<file path="config.mk">
export PLATFORM = sky130hd
export DESIGN_NAME = i2s_tx
export DESIGN_NICKNAME = d
export VERILOG_FILES = /design/src/rtl/i2s_tx_pkg.sv /design/src/rtl/i2s_tx_fifo.sv /design/src/rtl/i2s_tx_bitclk.sv /design/src/rtl/i2s_tx.sv
export SDC_FILE = /design/constraint.sdc
export NUM_CORES = 2
export LEC_CHECK = 0
export ABC_AREA = 1
export BUFFER_PORTS_ARGS = -buffer_cell sky130_fd_sc_hd__buf_2
export CAP_MARGIN = 20
export CELL_PAD_IN_SITES_DETAIL_PLACEMENT = 0
export CELL_PAD_IN_SITES_GLOBAL_PLACEMENT = 2
export CORE_UTILIZATION = 39
export CTS_BUF_LIST = sky130_fd_sc_hd__clkbuf_16
export CTS_CLUSTER_SIZE = 16
export DETAILED_ROUTE_END_ITERATION = 8
export GPL_TIMING_DRIVEN = 0
export PLACE_DENSITY = 0.86
export SKIP_CTS_REPAIR_TIMING = 1
export SLEW_MARGIN = 20
export SYNTH_ARGS = -nofsm -noshare
export SYNTH_HDL_FRONTEND = slang
export SYNTH_SLANG_ARGS = --single-unit
</file>
<file path="constraint.sdc">
create_clock -name clk -period 3.2 [get_ports clk]
set_input_delay 0.16 -clock clk [delete_from_list [all_inputs] [get_ports clk]]
set_output_delay 0.16 -clock clk [all_outputs]
set_load 0.03 [all_outputs]
</file>
<file path="src/rtl/i2s_tx_pkg.sv">
package i2s_tx_pkg;
    typedef enum logic [1:0] {
        ST_IDLE = 2'd0,
        ST_ARM  = 2'd1,
        ST_SYNC = 2'd2,
        ST_RUN  = 2'd3
    } tx_state_e;
endpackage

</file>
<file path="src/rtl/i2s_tx_fifo.sv">
module i2s_tx_fifo #(
    parameter int WIDTH = 16,
    parameter int DEPTH = 128
) (
    input  logic                           clk,
    input  logic                           rst_n,
    input  logic                           wr_en,
    input  logic [WIDTH-1:0]               wr_data,
    input  logic                           rd_en,
    output logic [WIDTH-1:0]               rd_data,
    output logic                           full,
    output logic                           empty,
    output logic [$clog2(DEPTH+1)-1:0]     level
);
    localparam int AW = $clog2(DEPTH);
    localparam int CW = $clog2(DEPTH + 1);

    logic [WIDTH-1:0] mem [DEPTH];
    logic [AW-1:0]    wp, rp;
    logic [CW-1:0]    cnt;
    logic             do_wr, do_rd;

    assign full    = (cnt == CW'(DEPTH));
    assign empty   = (cnt == '0);
    assign level   = cnt;
    assign rd_data = mem[rp];
    assign do_wr   = wr_en && !full;
    assign do_rd   = rd_en && !empty;

    function automatic logic [AW-1:0] bump(input logic [AW-1:0] p);
        return (p == AW'(DEPTH - 1)) ? '0 : p + 1'b1;
    endfunction

    always_ff @(posedge clk) begin
        if (do_wr) mem[wp] <= wr_data;
    end

    always_ff @(posedge clk or negedge rst_n) begin
        if (!rst_n) begin
            wp  <= '0;
            rp  <= '0;
            cnt <= '0;
        end else begin
            if (do_wr) wp <= bump(wp);
            if (do_rd) rp <= bump(rp);
            cnt <= cnt + CW'(do_wr) - CW'(do_rd);
        end
    end


    drop_when_full_chk: assert property (@(posedge clk) disable iff (!rst_n)
        (wr_en && full && !rd_en) |=> (cnt == $past(cnt)));

    no_overflow_chk: assert property (@(posedge clk) disable iff (!rst_n)
        cnt <= CW'(DEPTH));
endmodule

</file>
<file path="src/rtl/i2s_tx_bitclk.sv">
module i2s_tx_bitclk #(
    parameter int CH_BITS = 16
) (
    input  logic clk,
    input  logic rst_n,
    input  logic en,
    input  logic mst_mode,
    input  logic pol_mst,
    input  logic pol_slv,
    input  logic bclk_tick,
    input  logic sck_in,
    input  logic ws_in,
    output logic launch,
    output logic ws_cur,
    output logic sck_o,
    output logic ws_o
);
    localparam int CNT_W = (CH_BITS > 1) ? $clog2(CH_BITS) : 1;

    logic             sck_q1, sck_q2, sck_q3, ws_q1, ws_q2;
    logic             bclk, mws;
    logic [CNT_W-1:0] cnt;
    logic             launch_m, launch_s, rise_s, fall_s, wrap;

    // two-stage synchronisers for the slave-side inputs
    always_ff @(posedge clk or negedge rst_n) begin
        if (!rst_n) begin
            {sck_q1, sck_q2, sck_q3} <= '0;
            {ws_q1, ws_q2}           <= '0;
        end else begin
            sck_q1 <= sck_in;
            sck_q2 <= sck_q1;
            sck_q3 <= sck_q2;
            ws_q1  <= ws_in;
            ws_q2  <= ws_q1;
        end
    end

    assign rise_s   = sck_q2 && !sck_q3;
    assign fall_s   = !sck_q2 && sck_q3;
    assign launch_s = en && !mst_mode && (pol_slv ? rise_s : fall_s);
    // master: bclk low->high is rising
    assign launch_m = en && mst_mode && bclk_tick && (pol_mst ? !bclk : bclk);
    assign wrap     = (cnt == CNT_W'(CH_BITS - 1));

    always_ff @(posedge clk or negedge rst_n) begin
        if (!rst_n) begin
            bclk <= 1'b0;
            mws  <= 1'b0;
            cnt  <= CNT_W'(CH_BITS - 1);
        end else if (!en || !mst_mode) begin
            bclk <= 1'b0;
            mws  <= 1'b0;
            cnt  <= CNT_W'(CH_BITS - 1);
        end else if (bclk_tick) begin
            bclk <= !bclk;
            if (launch_m) begin
                cnt <= wrap ? '0 : cnt + 1'b1;
                if (wrap) mws <= !mws;
            end
        end
    end

    assign launch = launch_m || launch_s;
    assign ws_cur = mst_mode ? (wrap ? !mws : mws) : ws_q2;
    assign sck_o  = bclk;
    assign ws_o   = mws;


    tick_toggles_chk: assert property (@(posedge clk) disable iff (!rst_n)
        (en && mst_mode && bclk_tick) |=> (sck_o != $past(sck_o)));
endmodule

</file>
<file path="src/rtl/i2s_tx.sv">
module i2s_tx
    import i2s_tx_pkg::*;
#(
    parameter int DATA_W     = 16,
    parameter int FIFO_DEPTH = 128
) (
    input  logic                              clk,
    input  logic                              rst_n,
    input  logic                              en,
    input  logic                              mst_mode,
    input  logic                              fmt_lj,
    input  logic                              pol_mst,
    input  logic                              pol_slv,
    input  logic                              bclk_tick,
    input  logic                              sck_in,
    input  logic                              ws_in,
    input  logic                              wr_en,
    input  logic [DATA_W-1:0]                 wr_data,
    output logic                              wr_full,
    input  logic [$clog2(FIFO_DEPTH+1)-1:0]   trig_level,
    input  logic                              trig_mask,
    input  logic                              trig_clr,
    input  logic                              udf_clr,
    output logic                              sck_o,
    output logic                              ws_o,
    output logic                              sdo,
    output logic                              irq,
    output logic                              trig_pend,
    output logic                              underflow
);
    localparam int LVL_W = $clog2(FIFO_DEPTH + 1);

    tx_state_e         state, state_nx;
    logic              launch, ws_cur, ws_last, trans, trans_d, load;
    logic [DATA_W-1:0] fifo_rd, word_in, shreg;
    logic              fifo_empty, fifo_pop, do_load, start_ok;
    logic [LVL_W-1:0]  fifo_lvl;
    logic              sdo_r, pend_r, udf_r, refill_cond;

    i2s_tx_fifo #(.WIDTH(DATA_W), .DEPTH(FIFO_DEPTH)) u_fifo (
        .clk(clk), .rst_n(rst_n),
        .wr_en(wr_en), .wr_data(wr_data),
        .rd_en(fifo_pop), .rd_data(fifo_rd),
        .full(wr_full), .empty(fifo_empty), .level(fifo_lvl)
    );

    i2s_tx_bitclk #(.CH_BITS(DATA_W)) u_bitclk (
        .clk(clk), .rst_n(rst_n), .en(en), .mst_mode(mst_mode),
        .pol_mst(pol_mst), .pol_slv(pol_slv), .bclk_tick(bclk_tick),
        .sck_in(sck_in), .ws_in(ws_in),
        .launch(launch), .ws_cur(ws_cur), .sck_o(sck_o), .ws_o(ws_o)
    );

    assign trans    = (ws_cur != ws_last);
    assign load     = fmt_lj ? trans : trans_d;
    assign start_ok = (state == ST_RUN) || (state == ST_SYNC && !ws_cur);
    assign do_load  = en && launch && load && start_ok;
    assign fifo_pop = do_load && !fifo_empty;
    assign word_in  = fifo_empty ? '0 : fifo_rd;

    // next-state logic
    always_comb begin
        state_nx = state;
        unique case (state)
            ST_IDLE: if (en) state_nx = ST_ARM;
            ST_ARM:  if (launch) state_nx = ST_SYNC;
            ST_SYNC: if (do_load) state_nx = ST_RUN;
            ST_RUN:  state_nx = ST_RUN;
        endcase
        if (!en) state_nx = ST_IDLE;
    end

    // state register
    always_ff @(posedge clk or negedge rst_n) begin
        if (!rst_n) state <= ST_IDLE;
        else        state <= state_nx;
    end

    // serialiser and framing
    always_ff @(posedge clk or negedge rst_n) begin
        if (!rst_n) begin
            sdo_r   <= 1'b0;
            shreg   <= '0;
            ws_last <= 1'b0;
            trans_d <= 1'b0;
        end else if (!en) begin
            sdo_r   <= 1'b0;
            shreg   <= '0;
            trans_d <= 1'b0;
        end else if (launch) begin
            ws_last <= ws_cur;
            unique case (state)
                ST_IDLE, ST_ARM: begin
                    trans_d <= 1'b0;
                    sdo_r   <= 1'b0;
                end
                ST_SYNC, ST_RUN: begin
                    trans_d <= trans;
                    if (do_load) begin
                        sdo_r <= word_in[DATA_W-1];
                        shreg <= word_in << 1;
                    end else begin
                        sdo_r <= (state == ST_RUN) ? shreg[DATA_W-1] : 1'b0;
                        shreg <= shreg << 1;
                    end
                end
            endcase
        end
    end

    // refill request and underflow flags
    assign refill_cond = (fifo_lvl <= trig_level);

    always_ff @(posedge clk or negedge rst_n) begin
        if (!rst_n) begin
            pend_r <= 1'b0;
            udf_r  <= 1'b0;
        end else begin
            if (refill_cond)   pend_r <= 1'b1;
            else if (trig_clr) pend_r <= 1'b0;
            if (do_load && fifo_empty && state == ST_RUN) udf_r <= 1'b1;
            else if (udf_clr)                             udf_r <= 1'b0;
        end
    end

    assign sdo       = sdo_r;
    assign trig_pend = pend_r;
    assign irq       = pend_r && trig_mask;
    assign underflow = udf_r;


    idle_quiet_chk: assert property (@(posedge clk) disable iff (!rst_n)
        !en |=> !sdo);

    ws_on_launch_chk: assert property (@(posedge clk) disable iff (!rst_n)
        (en && mst_mode && !launch) |=> $stable(ws_o));

    clr_drops_pend_chk: assert property (@(posedge clk) disable iff (!rst_n)
        (trig_clr && !refill_cond) |=> !trig_pend);

    pend_sticky_chk: assert property (@(posedge clk) disable iff (!rst_n)
        (trig_pend && !trig_clr) |=> trig_pend);

    udf_sticky_chk: assert property (@(posedge clk) disable iff (!rst_n)
        (underflow && !udf_clr) |=> underflow);
endmodule

</file>
==> metrics.md <==
| Metric | Value |
|---|---|
| CTS Buf Count | 216 |
| Total Routed Length | 380 mm |
| Gp weighted congestion | 1.01 |
| Worst vdd ir | 618 uV |
| Worst-skew pair later-pin latency | 900 ps |
| CP cell instances | buf_4 -> buf_6 -> buf_4 -> clkbuf_2 -> o21ai_0 -> a21oi_1 -> nor2_4 -> nand2_1 -> nand3_1 -> nand2_1 -> nand3_1 -> nand2_1 -> nand2_1 -> nand2_1 |
| Die width | 476 um |
| Top cell by count, worst path | nand2_1 |
| P_leak | 39.8 nW |
| Pins Over Slew Limit | 0 |
| Post-synth top area share | 0.701 |
| Worst stage delay on the critical path | 570 ps |
| Synth Cell Area | 0.0877 mm2 |
| Critical Path RT | 4030 ps |
| Final clock skew | 47.5 ps |
| First-pass GRT wire length | 501 mm |
| Largest net degree at the start of global routing | 97 |
| CP endpoint | shreg[3]$_DFFE_PN0P_ |
| Nets | 8513 |
| Post-synth EDFFs | 2048 |
| Hold Crit Class | primary input to register |
| Place WS | -1630 ps |
| Register area share after synthesis | 0.717 |
| Mean post-synth cell area | 11.1 um2 |
| Synth area leader | edfxtp_1 |
| Critical Path AT | 4340 ps |
| Post-route ant nets | 0 |
| FF-to-FF End | shreg[3]$_DFFE_PN0P_ |
| Fin worst setup slack | -317 ps |
| Rel. slew slack | 0.117 |
| Rows | 173 |
| Initial Util | 0.394 |
| Worst Path Buf+Inv | 4 |
| RSZ-0062 raised after global routing | yes |
| Root Driver | clkbuf_16 |
| Initial antenna violation count | 31 |
| Post-synthesis cell count | 7885 |
| Number of global-route vias before repair | 59468 |
| Clock sinks | 2103 |
| Dpl hpwl | 269 mm |
| Gr usage total | 0.325 |
| I/O Buffers | 44 |
| Die footprint | 0.227 mm2 |
| CTS tree | yes |
| First-iteration detailed-routing DRC count | 11637 |
| Vias | 66709 |
| Pwr Density | 719 mW/mm2 |
| Area Overhead vs Synth | 21.1% |
| Levels on crit path | 14 |
| Clock-pin slew on the worst setup and hold paths | 70 ps |
| Worst reg2reg path depth | 14 |
| Startpoint types | register |
| Setup violations, final | 82 |
| Final Cycle Share | 1.10 |
| Ys Warns | 0 |
| Vias per Instance | 5.74 |
| Worst setup EP type | register |
| Non-filler cells, final | 11616 |
| Tightest Pin Transition | 1320 ps |
| Layout cells sized above 1 | 0.137 |
| Fmax | 284 MHz |
| Core area | 0.223 mm2 |
| Critical path startpoint | u_fifo.rp[0]$_DFFE_PN0P_ |
| Total gr overflow | 0 |
| Ys flop type | edfxtp_1 |
| Critical R2R Launch | u_fifo.rp[0]$_DFFE_PN0P_ |
| Final Hold Vio Count | 1 |
| Fin crit period | 3520 ps |
| Top cells by area, synth | edfxtp_1 70%, nand2_1 8.5%, nor2_1 5.0% |
| Crit-path slowest cell | clkbuf_2 |
| R2R Setup Slk | -320 ps |
| DRC violations left | 0 |
| Pre-Repair DR Iteration Count | 6 |
| Failing checks | negative hold slack, negative setup slack |
| Crit-path leading delay family | buffers and inverters |
| CP Class | register to register |
| Commonest cells in the netlist | 2048 x edfxtp_1, 1986 x nand2_1, 1174 x nor2_1, 630 x nand3_1, 592 x o21ai_0 |
| Most common cell in the synthesized netlist | edfxtp_1 |
| Power, Total | 76.4 mW |
| Synthesized net count | 7947 |
| Hold Slack | -1.45 ps |
| Yosys reg bits | 2103 |
| Clock Path Buffers | 3 |
| Run status | finished, violations left |
| Die Span Y | 476 um |
| Synth cell types | 40 |
| H-tree level count | 4 |
| Drt wl/cell | 32.7 um |
| Placed Cells | 11059 |
| Ys async rst share | 0.0262 |
| MaxCap Viol Count | 0 |
| Top Ports | 45 |
| Critical path fanouts, max | 10 |
## worst min path at each step
stage | start | endpoint | slack (ps) | depth (start not counted)
after floorplan | rst_n | sdo$_DFFE_PN0P_ | -140 | 0
after detailed placement | rst_n | sdo$_DFFE_PN0P_ | 80 | 1
after global routing | udf_clr | underflow$_DFFE_PN0P_ | 5 | 3
after CTS | rst_n | u_fifo.level[0]$_DFF_PN0_ | -870 | 1
final | udf_clr | underflow$_DFFE_PN0P_ | -1 | 3
after global placement | sck_in | u_bitclk.sck_q1$_DFF_PN0_ | 270 | 1
## final cells by class
class | count | area (um2)
clock inverter | 179 | 1320
buffer | 442 | 2700
sequential | 2103 | 62900
clock buffer | 219 | 5480
fill | 19839 | 117000
multi-input combinational | 4746 | 21900
inverter | 594 | 2230
timing repair buffer | 348 | 5920
antenna | 10 | 25.0
tap | 2975 | 3720
## layer usage
metal | vias up | global-route usage | part of all wire
met3 | 923 | 0.0827 | 0.13
met2 | 4721 | 0.471 | 0.42
li1 | 27916 | - | -
met1 | 33137 | 0.439 | 0.37
met4 | 12 | 0.195 | 0.071
met5 | - | 0 | 0.00022
## worst reg2reg max path, stage by stage, from the launching register on
cell      delay [ps]
dfrtp_1          380
buf_4            240
buf_6            240
buf_4            340
clkbuf_2         590
o21ai_0          240
a21oi_1          260
nor2_4           130
nand2_1          180
nand3_1          290
nand2_1          160
nand3_1          190
nand2_1          110
nand2_1           50
nand2_1           70
## sequential cells by signal, indices dropped and copies added (netlist names)
register,cells
shreg,15
u_bitclk.ws_q1,1
u_fifo.level,8
ws_last,1
u_bitclk.sck_o,1
sdo,1
state,2
u_bitclk.ws_o,1
u_bitclk.sck_q1,1
u_fifo.rp,7
u_bitclk.sck_q2,1
u_fifo.mem,2048
trans_d,1
u_bitclk.ws_q2,1
u_bitclk.sck_q3,1
trig_pend,1
u_bitclk.cnt,4
u_fifo.wp,7
underflow,1
## logic make-up (layout without fill, tap and decap cells)
kind of cell	count (synthesis)	in the layout	share of synthesized area
fa+ha+maj	24	24	0.00351
other cells	0	10	0
xor+xnor	15	15	0.00150
compound gates	892	892	0.0549
flops	2103	2103	0.717
buf+inv	1036	1782	0.0498
simple gates	3815	3815	0.173
## power by group
group / internal (mW) / switching, mW / total (mW)
clock network: 13.6 / 11.1 / 24.7
registers: 30.8 / 0.234 / 31.1
logic: 4.81 / 15.8 / 20.6
## placed cells by master (no fill, tap or decap), drive strengths merged
| cell | instances |
|---|---|
| o21bai | 1 |
| edfxtp | 2048 |
| fa | 1 |
| nand3 | 630 |
| xnor2 | 3 |
| dfrtp | 51 |
| clkbuf | 469 |
| o22a | 1 |
| a22oi | 1 |
| buf | 507 |
| nand2 | 1987 |
| nand3b | 1 |
| dlygate4sd3 | 33 |
| a31oi | 6 |
| clkinvlp | 7 |
| a21o | 1 |
| o221ai | 1 |
| diode | 10 |
| a22o | 1 |
| dfstp | 4 |
| a21oi | 118 |
| nor2 | 1175 |
| and2 | 1 |
| ha | 23 |
| nor3 | 7 |
| and3 | 4 |
| clkinv | 100 |
| nand4 | 5 |
| xor2 | 12 |
| o211ai | 123 |
| nor4 | 1 |
| o22ai | 15 |
| bufinv | 15 |
| o21ai | 624 |
| inv | 651 |
| or2 | 4 |
## metrics by stage
step	setup TNS (ps)	utilization	area, um2
2_1_floorplan	0	-	87700
3_3_place_gp	-3929530	0.411	91600
3_5_place_dp	-1575760	0.434	96600
4_1_cts	-1622780	0.464	103000
5_1_grt	-7280	0.477	106000
6_report	-6030	0.477	106000
Note: power is estimated with default switching activity, not from simulation.
